==> src/rtl/sq_pkg.sv <==
package sq_pkg;
  // pointer width for a ring of the given depth, never below one bit
  function automatic int ptr_width(input int depth);
    return (depth > 1) ? $clog2(depth) : 1;
  endfunction

  // counter width able to hold 0..depth
  function automatic int cnt_width(input int depth);
    return $clog2(depth + 1);
  endfunction
endpackage

==> src/rtl/sq_ptr_ctrl.sv <==
module sq_ptr_ctrl #(
  parameter int DEPTH = 4,
  parameter int PW    = 2,
  parameter int CW    = 3
) (
  input  logic          clk,
  input  logic          rst,
  input  logic          push,
  input  logic          pop,
  output logic [PW-1:0] wr_ptr,
  output logic [PW-1:0] rd_ptr,
  output logic [CW-1:0] count,
  output logic          full,
  output logic          empty
);
  localparam logic [PW-1:0] LAST = PW'(DEPTH - 1);
  localparam logic [CW-1:0] CAP  = CW'(DEPTH);

  logic [CW-1:0] cnt_nxt;

  always_comb begin
    cnt_nxt = count;
    if (push && !pop)      cnt_nxt = count + 1'b1;
    else if (pop && !push) cnt_nxt = count - 1'b1;
  end

  always_ff @(posedge clk) begin
    if (rst) begin
      wr_ptr <= '0;
      rd_ptr <= '0;
      count  <= '0;
      full   <= 1'b0;
      empty  <= 1'b1;
    end else begin
      if (push) wr_ptr <= (wr_ptr == LAST) ? '0 : wr_ptr + 1'b1;
      if (pop)  rd_ptr <= (rd_ptr == LAST) ? '0 : rd_ptr + 1'b1;
      count <= cnt_nxt;
      full  <= (cnt_nxt == CAP);
      empty <= (cnt_nxt == '0);
    end
  end
endmodule

==> src/rtl/sq_entry_array.sv <==
module sq_entry_array #(
  parameter int DEPTH = 4,
  parameter int AW    = 16,
  parameter int DW    = 32,
  parameter int PW    = 2
) (
  input  logic                      clk,
  input  logic                      rst,
  input  logic                      push,
  input  logic [PW-1:0]             wr_ptr,
  input  logic [AW-1:0]             wr_addr,
  input  logic [DW-1:0]             wr_data,
  input  logic                      pop,
  input  logic [PW-1:0]             rd_ptr,
  output logic [DEPTH-1:0][AW-1:0]  ent_addr,
  output logic [DEPTH-1:0][DW-1:0]  ent_data,
  output logic [DEPTH-1:0]          ent_vld
);
  for (genvar g = 0; g < DEPTH; g++) begin : g_slot
    localparam logic [PW-1:0] IDX = PW'(g);

    // payload registers carry no reset; only the valid bit is cleared
    always_ff @(posedge clk) begin
      if (push && wr_ptr == IDX) begin
        ent_addr[g] <= wr_addr;
        ent_data[g] <= wr_data;
      end
    end

    always_ff @(posedge clk) begin
      if (rst)                         ent_vld[g] <= 1'b0;
      else if (push && wr_ptr == IDX)  ent_vld[g] <= 1'b1;
      else if (pop && rd_ptr == IDX)   ent_vld[g] <= 1'b0;
    end
  end
endmodule

==> src/rtl/sq_lookup.sv <==
module sq_lookup #(
  parameter int DEPTH = 4,
  parameter int AW    = 16,
  parameter int DW    = 32,
  parameter int PW    = 2
) (
  input  logic [DEPTH-1:0][AW-1:0] ent_addr,
  input  logic [DEPTH-1:0][DW-1:0] ent_data,
  input  logic [DEPTH-1:0]         ent_vld,
  input  logic [PW-1:0]            head,
  input  logic [AW-1:0]            key,
  output logic                     hit,
  output logic [DW-1:0]            data
);
  logic [DEPTH-1:0] match;

  always_comb begin
    for (int i = 0; i < DEPTH; i++)
      match[i] = ent_vld[i] && (ent_addr[i] == key);
  end

  // walk from oldest (head) to youngest; the last match found wins
  always_comb begin
    hit  = 1'b0;
    data = '0;
    for (int k = 0; k < DEPTH; k++) begin
      int idx;
      idx = int'(head) + k;
      if (idx >= DEPTH) idx = idx - DEPTH;
      if (match[idx]) begin
        hit  = 1'b1;
        data = ent_data[idx];
      end
    end
  end
endmodule

==> src/rtl/store_queue.sv <==
module store_queue #(
  parameter int DEPTH = 4,
  parameter int AW    = 16,
  parameter int DW    = 32
) (
  input  logic          clk,
  input  logic          rst,
  input  logic          st_valid,
  input  logic [AW-1:0] st_addr,
  input  logic [DW-1:0] st_data,
  output logic          st_ready,
  output logic          mem_valid,
  output logic [AW-1:0] mem_addr,
  output logic [DW-1:0] mem_data,
  input  logic          mem_ready,
  input  logic [AW-1:0] rd_addr,
  output logic          rd_hit,
  output logic [DW-1:0] rd_data,
  output logic          full,
  output logic          empty
);
  localparam int PW = sq_pkg::ptr_width(DEPTH);
  localparam int CW = sq_pkg::cnt_width(DEPTH);

  logic [PW-1:0]            wr_ptr, rd_ptr;
  logic [CW-1:0]            count;
  logic                     push, pop;
  logic [DEPTH-1:0][AW-1:0] ent_addr;
  logic [DEPTH-1:0][DW-1:0] ent_data;
  logic [DEPTH-1:0]         ent_vld;

  assign st_ready  = !full;
  assign mem_valid = !empty;
  assign push      = st_valid && !full;
  assign pop       = !empty && mem_ready;

  sq_ptr_ctrl #(.DEPTH(DEPTH), .PW(PW), .CW(CW)) u_ctrl (
    .clk(clk), .rst(rst), .push(push), .pop(pop),
    .wr_ptr(wr_ptr), .rd_ptr(rd_ptr), .count(count),
    .full(full), .empty(empty)
  );

  sq_entry_array #(.DEPTH(DEPTH), .AW(AW), .DW(DW), .PW(PW)) u_array (
    .clk(clk), .rst(rst), .push(push), .wr_ptr(wr_ptr),
    .wr_addr(st_addr), .wr_data(st_data), .pop(pop), .rd_ptr(rd_ptr),
    .ent_addr(ent_addr), .ent_data(ent_data), .ent_vld(ent_vld)
  );

  sq_lookup #(.DEPTH(DEPTH), .AW(AW), .DW(DW), .PW(PW)) u_lookup (
    .ent_addr(ent_addr), .ent_data(ent_data), .ent_vld(ent_vld),
    .head(rd_ptr), .key(rd_addr), .hit(rd_hit), .data(rd_data)
  );

  assign mem_addr = ent_addr[rd_ptr];
  assign mem_data = ent_data[rd_ptr];
endmodule

==> config.mk <==
export PLATFORM = sky130hd
export DESIGN_NAME = store_queue
export DESIGN_NICKNAME = d
export VERILOG_FILES = /design/src/rtl/sq_pkg.sv /design/src/rtl/sq_ptr_ctrl.sv /design/src/rtl/sq_entry_array.sv /design/src/rtl/sq_lookup.sv /design/src/rtl/store_queue.sv
export SDC_FILE = /design/constraint.sdc
export NUM_CORES = 1
export LEC_CHECK = 0
export ABC_CLOCK_PERIOD_IN_PS = 8700
export BUFFER_PORTS_ARGS = -buffer_cell sky130_fd_sc_hd__buf_4
export CAP_MARGIN = 10
export CORE_MARGIN = 2
export CORE_UTILIZATION = 60
export DETAILED_ROUTE_END_ITERATION = 8
export GPL_ROUTABILITY_DRIVEN = 0
export PLACE_DENSITY = 0.82
export SYNTH_ARGS = -nofsm -noshare
export SYNTH_HDL_FRONTEND = slang
export SYNTH_HIERARCHICAL = 1
export SYNTH_SLANG_ARGS = --single-unit
==> constraint.sdc <==
create_clock -name clk -period 8.7 [get_ports clk]
set_clock_uncertainty 0.15 [all_clocks]
set_input_delay 1.305 -clock clk [delete_from_list [all_inputs] [get_ports clk]]
set_output_delay 1.305 -clock clk [all_outputs]
set_load 0.03 [all_outputs]
==> flow_metrics.env, run 1 <==
export IMPL_cp_arrival_ns=4.49
export IMPL_dp_cells=1273
export IMPL_die_area_um2=21400
export IMPL_yosys_warnings=6
export IMPL_syn_area_um2=12100
export IMPL_clock_sinks=205
export IMPL_worst_ep_required_time_ns=7.24
export IMPL_cp_slowest_stage_delay_ns=0.94
export IMPL_clk_latency_ns=0.50
export IMPL_max_cap_violations=0
export IMPL_final_area_um2=14200
export IMPL_grt_pass1_wl_mm=47.2
export IMPL_regArea_um2=6030
export IMPL_yosys_register_bits=205
export IMPL_initial_core_util_pct=61.7
export IMPL_cp_max_fo=81
export IMPL_ys_types=47
export IMPL_synth_area_leader_cell="edfxtp_1"
export IMPL_p_int_uw=2140
export IMPL_crit_type="reg -> out"
export IMPL_routed_via_count=8721
export IMPL_grt_max_degree=82
export IMPL_relSlewSlack_pct=24.3
export IMPL_hold_buffers=0
export IMPL_synthTopCellsByArea="edfxtp_1, mux4_2, mux2_2"
export IMPL_cts_tree="built"
export IMPL_synth_top_area_share_pct=47.6
export IMPL_drc_errors=0
export IMPL_wire_per_inst_um=23.1
export IMPL_postRouteAntennaNets=0
export IMPL_synth_edf_count=192
export IMPL_setup_viol=0
export IMPL_min_period_over_period_pct=68.3
export IMPL_swShare_pct=30.1
export IMPL_row_count=51
export IMPL_grt_usage_pct=27.7
export IMPL_synth_most_common_cell="edfxtp_1"
export IMPL_core_um2=19700
export IMPL_overflow=0
export IMPL_crit_path_top_delay_cell="buf_4"
export IMPL_multiInputGateArea_um2=5710
export IMPL_firstDrtPassIters=5
export IMPL_wl_mm=30.4
export IMPL_power_frac_comb_pct=27.3
export IMPL_ys_seq_area_share_pct=49.7
export IMPL_clkPwrFrac_pct=33.1
export IMPL_fin_tns_setup_ns=0
export IMPL_placed_area_um2=13400
export IMPL_cp_start_kind="register"
export IMPL_max_freq_ghz=0.168
export IMPL_syn_nets=994
export IMPL_p_per_area_nw_per_um2=216
export IMPL_crit_chain="buf_4, buf_4, and3_1, a311oi_4, buf_4, a211oi_1, o32ai_1, buf_4"
export IMPL_async_flop_share_pct=0
export IMPL_syn_avg_cell_area_um2=13.1
export IMPL_status="finished clean"
export IMPL_cts_max_level=1
export IMPL_cp_common_cell="buf_4"
export IMPL_finalHoldViolCount=0
export IMPL_post_cts_buffers=0
export IMPL_critical_path_top_delay_family="buffers and inverters"
export IMPL_final_layout_size_suffix_gt1_share_pct=32.2
export IMPL_first_iter_violations=677
export IMPL_grt_pass1_vias=8866
export IMPL_min_path_type="reg -> reg"
export IMPL_diodes=0
export IMPL_vdd_ir_drop_max_uv=179
export IMPL_cts_resized_gates=0
export IMPL_syn_to_final_growth_pct=16.8
export IMPL_crit_path_end_kind="primary output"
export IMPL_ys_flop_type="edfxtp_1"
export IMPL_final_nets=1105
export IMPL_place_hpwl_mm=18.5
export IMPL_num_io_pins=153
export IMPL_nFillCells=1357
export IMPL_clkTransAtPathRegs_ns=0.06
export IMPL_p_leak_uw=0.00457
export IMPL_p_total_uw=3050
export IMPL_p_seq_share_pct=39.5
export IMPL_cts_buffers=23
export IMPL_die_y_um=146
export IMPL_postSynthCellCount=922
export IMPL_crit_buf_inv=4
export IMPL_worst_slew_pin_slew_ns=1.14
export IMPL_slew_viol_final=0
export IMPL_synthTopCellsByCount="edfxtp_1, mux2i_1, a211oi_1, mux2_2, o21ai_0"
export IMPL_io_buffers=152
export IMPL_antenna_found_initial=0
export IMPL_fin_cells=1314
export IMPL_period_needed_ns=5.94
export IMPL_cts_path_max_buffers=3
export IMPL_rsz0062_at_grt="no"
export IMPL_vias_per_cell=6.64
export IMPL_switchingPower_uw=918
export IMPL_root_buffer="clkbuf_16"
export IMPL_die_w_um=146
[power by group through the flow]
stage,Sequential [uW],Clock [uW],Combinational [uW]
floorplan,1200,0,582
global placement,1220,0,817
detailed placement,1230,0,829
CTS,1210,1020,834
global route,1220,1060,877
finish,1210,1010,835
[tightest hold or removal path: cells and delay by family, from the launching register on]
family,cells,cell delay [ns]
compound gates,1,0.06
flops,1,0.32
simple gates,1,0.07
[through the flow]
stage / utilization (%) / hold slack, ns / worst slack (ns)
finish: 72.0 / 0.345 / 2.76
global route: 72.0 / 0.356 / 2.48
CTS: 72.0 / 0.345 / 2.77
detailed placement: 68.0 / 0.338 / 2.93
global placement: 68.0 / 0.313 / 2.98
floorplan: - / 0.293 / 2.84
[kinds of logic (layout without fill, tap and decap cells)]
kind of cell	after synthesis	in the layout	synth area share, %
simple gates	168	168	9.18
buf+inv	89	216	3.66
flops	205	205	49.7
fa+ha+maj	4	4	0.413
mux	182	182	20.8
xor+xnor	66	66	4.77
compound gates	208	208	11.5
[worst paths after layout]
path / slack [ns] / startpoint / to / cells past startpoint
setup / recovery: 2.76 / u_ctrl/rd_ptr[1] / rd_data[20] / 8
hold / removal: 0.35 / u_array/ent_vld[0] / u_array/ent_vld[0] / 2
setup reg to reg: 6.01 / u_ctrl/full / u_array/ent_data[52] / 3
hold reg to reg: 0.35 / u_array/ent_vld[0] / u_array/ent_vld[0] / 2
[layout make-up]
class	instances	area share, %
multi-input cells	628	40.3
inverters	8	0.212
flip-flops and latches	205	42.6
clock inverters	12	1.08
repair buffers	167	8.85
well taps	265	2.34
clock buffers	29	4.58
[metal layers]
metal,vias up,part of all wire (%),track usage (%)
met1,4317,39,36.0
met3,68,8.4,4.66
met4,0,2.7,9.03
li1,3901,-,-
met5,-,0,0
met2,435,50,47.9
[placed cells by master, fill, tap and decap left out, drive strengths merged, types with 2 or more instances in the layout]
cell type / count
a211oi: 65
a21oi: 35
a22o: 2
a311oi: 2
a31oi: 2
a32oi: 3
and3: 2
and3b: 3
buf: 167
bufinv: 4
clkbuf: 29
clkinv: 8
dfxtp: 13
edfxtp: 192
ha: 4
inv: 8
mux2: 65
mux2i: 68
mux4: 49
nand2: 15
nand2b: 2
nand3: 3
nand4: 13
nor2: 42
nor2b: 6
nor3: 6
nor3b: 3
nor4: 7
o21ai: 64
o32ai: 33
or3b: 64
xnor2: 54
xor2: 12
[flip-flops by register name, indices dropped and copies added (netlist names)]
register / cells
u_array/ent_addr: 64
u_ctrl/count: 3
u_array/ent_vld: 4
u_ctrl/wr_ptr: 2
u_ctrl/rd_ptr: 2
u_array/ent_data: 128
u_ctrl/full: 1
u_ctrl/empty: 1
Power figures use the tool's default switching activity.
==> run 2, diff against run 1 <==
Settings changed: ABC_CLOCK_PERIOD_IN_PS 8700 to 5830, CORE_UTILIZATION 60 to 59, PLACE_DENSITY 0.82 to 0.81.
Clock period 8.7 ns to 5.83 ns, I/O delays scaled along.
==> flow_metrics.env, run 2 (synthesis gave the netlist of run 1 again) <==
export IMPL_fin_tns_setup_ns=0
export IMPL_min_path_cells=2
export IMPL_p_per_area_nw_per_um2=320
export IMPL_wl_mm=30.0
export IMPL_firstDrtPassIters=7
export IMPL_final_common_cell="edfxtp_1"
export IMPL_hold_start="u_array/ent_vld[2]"
export IMPL_drc_errors=0
export IMPL_cts_max_level=1
export IMPL_min_path_type="reg -> reg"
export IMPL_relSlewSlack_pct=20.6
export IMPL_min_period_over_period_pct=87.2
export IMPL_crit_path_end_kind="primary output"
export IMPL_die_y_um=147
export IMPL_p_leak_uw=0.00456
export IMPL_clkTransAtPathRegs_ns=0.06
export IMPL_nFillCells=1418
export IMPL_reg2reg_slack_ns=2.89
export IMPL_max_freq_ghz=0.197
export IMPL_largest_reg_flops=128
export IMPL_dp_cells=1280
export IMPL_core_um2=20200
export IMPL_final_layout_size_suffix_gt1_share_pct=32.8
export IMPL_hold_path_end="u_array/ent_vld[2]"
export IMPL_rsz0062_at_grt="no"
export IMPL_syn_to_final_growth_pct=17.2
export IMPL_num_io_pins=153
export IMPL_postRouteAntennaNets=0
export IMPL_first_iter_violations=795
export IMPL_reg_top3="u_array/ent_data (128), u_array/ent_addr (64), u_array/ent_vld (4)"
export IMPL_fin_cells=1323
export IMPL_top_register="u_array/ent_data"
export IMPL_status="finished clean"
export IMPL_grt_pass1_wl_mm=46.7
export IMPL_final_nets=1107
export IMPL_grt_usage_pct=27.3
export IMPL_vdd_ir_drop_max_uv=303
export IMPL_cts_path_max_buffers=3
export IMPL_worst_ep_required_time_ns=4.81
export IMPL_antenna_found_initial=1
export IMPL_initial_core_util_pct=60.1
export IMPL_clk_latency_ns=0.52
export IMPL_r2r_start="u_ctrl/full"
export IMPL_worst_slew_pin_slew_ns=1.19
export IMPL_die_w_um=147
export IMPL_die_area_um2=21700
export IMPL_io_buffers=152
export IMPL_cp_arrival_ns=4.06
export IMPL_crit_type="in -> out"
export IMPL_hold_buffers=0
export IMPL_vias_per_cell=6.60
export IMPL_row_count=52
export IMPL_cp_start_kind="input port"
export IMPL_cts_buffers=23
export IMPL_r2r_end="u_array/ent_data[72]"
export IMPL_period_needed_ns=5.08
export IMPL_setup_viol=0
export IMPL_post_cts_buffers=0
export IMPL_grt_pass1_vias=8556
export IMPL_grt_max_degree=187
export IMPL_reg2reg_depth=4
export IMPL_max_cap_violations=0
export IMPL_slew_viol_final=0
export IMPL_wire_per_inst_um=22.6
export IMPL_routed_via_count=8736
export IMPL_overflow=0
export IMPL_cp_max_fo=34
export IMPL_layout_common_cells="edfxtp_1, buf_4, mux2i_1"
export IMPL_cts_tree="built"
export IMPL_clock_sinks=205
export IMPL_finalHoldViolCount=0
export IMPL_place_hpwl_mm=18.8
export IMPL_cts_resized_gates=0
export IMPL_root_buffer="clkbuf_16"
[run 2: changes by cell type in the layout (fill, tap and decap cells not counted)]
cell and delta:
clkinv_2 +3, diode_2 +1, inv_6 +1, a32oi_4 +1, buf_12 +2, clkinv_1 -4, a32oi_2 -1, clkinvlp_4 +6
clkbuf_8 -5
[run 2: area by class of cell]
| class | count | area, um2 | share of cell area (%) |
|---|---|---|---|
| inverters | 8 | 30.0 | 0.211 |
| clock buffers | 24 | 579 | 4.08 |
| well taps | 270 | 338 | 2.38 |
| multi-input cells | 628 | 5720 | 40.3 |
| diodes | 1 | 2.50 | 0.0176 |
| clock inverters | 18 | 206 | 1.45 |
| repair buffers | 169 | 1290 | 9.11 |
| flip-flops and latches | 205 | 6030 | 42.5 |
[run 2: where the power goes]
part / total, uW / internal, uW / switching, uW
clock network: 1490 / 902 / 591
registers: 1790 / 1710 / 78.5
logic: 1260 / 527 / 736
total: 4540 / 3140 / 1410
[run 2: worst max-delay path by stage]
stage	slack [ns]	to	from	cells after the start
6_report	0.75	rd_data[7]	rd_addr[13]	10
2_1_floorplan	0.40	u_array/ent_addr[0]	st_valid	2
3_5_place_dp	0.84	rd_data[7]	rd_addr[11]	10
4_1_cts	0.65	rd_data[11]	u_ctrl/rd_ptr[1]	9
3_3_place_gp	0.91	rd_data[7]	rd_addr[13]	10
5_1_grt	0.43	rd_data[19]	u_ctrl/rd_ptr[1]	9
[run 2: stage by stage]
| step | hold slack, ns | util (%) | instance area, um2 | total power [uW] | setup slack (ns) |
|---|---|---|---|---|---|
| floorplan | 0.293 | - | 12100 | 2660 | 0.403 |
| global placement | 0.334 | 66.5 | 13400 | 3050 | 0.912 |
| detailed placement | 0.334 | 66.5 | 13400 | 3070 | 0.839 |
| CTS | 0.348 | 70.4 | 14200 | 4570 | 0.654 |
| global route | 0.380 | 70.4 | 14200 | 4710 | 0.429 |
| finish | 0.351 | 70.4 | 14200 | 4540 | 0.747 |
[run 2: worst max-delay path, stage by stage]
cell      delay, ns
buf_4          0.14
xnor2_1        0.23
nand4_1        0.18
nor4_4         0.41
a32oi_2        0.16
buf_4          0.32
nor2b_4        0.79
a211oi_1       0.17
o32ai_1        0.49
buf_4          0.25
[run 2: layer usage]
layer  vias to the layer above  routed length [um]  GRT usage [%]
li1                       3918                   -              -
met1                      4310               11900           37.3
met2                       446               14600           45.0
met3                        62                2500           4.29
met4                         0                 909           9.81
met5                         -                   0              0
==> run 3, diff against run 2 <==
==> constraint.sdc (replaced) <==
create_clock -name clk -period 5.83 [get_ports clk]
set_clock_uncertainty 0.15 [all_clocks]
set_input_delay 0.583 -clock clk [delete_from_list [all_inputs] [get_ports clk]]
set_output_delay 0.583 -clock clk [all_outputs]
set_load 0.03 [all_outputs]
==> flow_metrics.env, run 3 (synthesis gave the netlist of run 1 again) <==
export IMPL_hold_ws_ns=0.108
export IMPL_cts_buffers=23
export IMPL_core_um2=20200
export IMPL_crit_start="u_array/ent_addr[6]"
export IMPL_first_iter_violations=853
export IMPL_p_leak_uw=0.00457
export IMPL_reg2reg_depth=4
export IMPL_die_y_um=147
export IMPL_cts_resized_gates=0
export IMPL_max_cap_violations=0
export IMPL_p_seq_share_pct=39.3
export IMPL_swShare_pct=30.5
export IMPL_row_count=52
export IMPL_postRouteAntennaNets=0
export IMPL_final_layout_size_suffix_gt1_share_pct=32.2
export IMPL_reg_top3="u_array/ent_data (128), u_array/ent_addr (64), u_array/ent_vld (4)"
export IMPL_cp_endpoint="rd_data[31]"
export IMPL_relSlewSlack_pct=19.9
export IMPL_drc_errors=0
export IMPL_routed_via_count=8725
export IMPL_diodes=0
export IMPL_io_buffers=152
export IMPL_pre_cts_slack_ns=1.28
export IMPL_grt_pass1_vias=8689
export IMPL_worst_ep_required_time_ns=5.10
export IMPL_final_common_cell="edfxtp_1"
export IMPL_p_int_uw=3160
export IMPL_status="finished clean"
export IMPL_firstDrtPassIters=5
export IMPL_fin_tns_setup_ns=0
export IMPL_worst_slew_pin_slew_ns=1.20
export IMPL_wl_mm=30.0
export IMPL_grt_max_degree=89
export IMPL_finalHoldViolCount=0
export IMPL_vdd_ir_drop_max_uv=283
export IMPL_r2r_start="u_ctrl/full"
export IMPL_clock_sinks=205
export IMPL_slew_viol_final=0
export IMPL_grt_usage_pct=27.2
export IMPL_largest_reg_flops=128
export IMPL_overflow=0
export IMPL_post_cts_buffers=0
export IMPL_min_path_type="in -> reg"
export IMPL_reg2reg_slack_ns=2.99
export IMPL_cts_path_max_buffers=3
export IMPL_clkTransAtPathRegs_ns=0.06
export IMPL_rsz0062_at_grt="no"
export IMPL_top_register="u_array/ent_data"
export IMPL_setup_ws_ns=1.03
export IMPL_period_needed_ns=4.80
export IMPL_crit_type="reg -> out"
export IMPL_p_per_area_nw_per_um2=321
export IMPL_die_area_um2=21700
export IMPL_root_buffer="clkbuf_16"
export IMPL_antenna_found_initial=0
export IMPL_min_period_over_period_pct=82.3
export IMPL_max_freq_ghz=0.208
export IMPL_power_frac_comb_pct=27.6
export IMPL_r2r_end="u_array/ent_data[78]"
export IMPL_clk_latency_ns=0.52
export IMPL_cts_tree="built"
export IMPL_place_hpwl_mm=18.8
export IMPL_switchingPower_uw=1390
export IMPL_crit_path_end_kind="primary output"
export IMPL_setup_viol=0
export IMPL_p_total_uw=4550
export IMPL_initial_core_util_pct=60.1
export IMPL_grt_pass1_wl_mm=46.5
export IMPL_final_nets=1106
export IMPL_die_w_um=147
export IMPL_wire_per_inst_um=22.7
export IMPL_num_io_pins=153
export IMPL_clkPwrFrac_pct=33.1
export IMPL_vias_per_cell=6.61
export IMPL_layout_common_cells="edfxtp_1, buf_4, mux2i_1"
export IMPL_cts_max_level=1
export IMPL_cp_start_kind="register"
export IMPL_cp_max_fo=32
export IMPL_syn_to_final_growth_pct=17.0
export IMPL_cp_arrival_ns=4.06
export IMPL_hold_buffers=0
run 3: cell count changes in the layout (fill, tap and decap cells not counted):
cell and delta:
clkinvlp_4 -6, clkinv_1 +3, buf_12 -2, clkbuf_1 +2, clkbuf_8 +2, clkinv_2 -2
buf_6 +1, diode_2 -1, inv_16 +1, inv_6 -1
run 3: critical path, stage by stage, from the launching register on:
cell and delay, ns:
edfxtp_1 0.41, xnor2_1 0.23, nand4_1 0.16, nor4_2 0.52, a32oi_2 0.38, nor2b_4 0.92
a211oi_1 0.19, o32ai_1 0.47, buf_4 0.24
run 3: through the flow:
stage | cell area [um2] | utilization [%] | instances
6_report | 14200 | 70.3 | 1320
5_1_grt | 14200 | 70.3 | 1320
4_1_cts | 14200 | 70.2 | 1319
3_5_place_dp | 13400 | 66.3 | 1278
3_3_place_gp | 13400 | 66.3 | 1278
2_1_floorplan | 12100 | - | 922
run 3: power groups by stage:
stage          sequential [uW]  combinational [uW]  clock (uW)
2_1_floorplan             1790                 868           0
3_3_place_gp              1810                1240           0
3_5_place_dp              1820                1250           0
4_1_cts                   1790                1260        1520
5_1_grt                   1800                1330        1590
6_report                  1790                1260        1500
run 3: final cells by class:
cell class	count	area, um2
timing repair buffer	168	1260
fill	1431	5990
tap	270	338
clock inverter	13	174
sequential	205	6030
inverter	8	30.0
clock buffer	28	614
multi-input combinational	628	5720
run 3: how the worst min path moves through the flow:
stage	slack (ns)	endpoint	depth (start not counted)	start
2_1_floorplan	0.29	u_array/ent_vld[0]	2	u_array/ent_vld[0]
4_1_cts	0.09	u_array/ent_addr[8]	1	st_addr[8]
6_report	0.11	u_array/ent_data[65]	1	st_data[1]
3_5_place_dp	0.36	u_array/ent_vld[2]	2	u_array/ent_vld[2]
3_3_place_gp	0.33	u_array/ent_vld[0]	2	u_array/ent_vld[0]
5_1_grt	0.09	u_array/ent_data[65]	1	st_data[1]
run 3: metal layers:
layer  track usage (%)  up-vias  wire (um)
li1                  -     3904          -
met1              36.1     4327      11900
met2              46.5      434      14900
met3              4.47       60       2480
met4              8.08        0        695
met5                 0        -          0
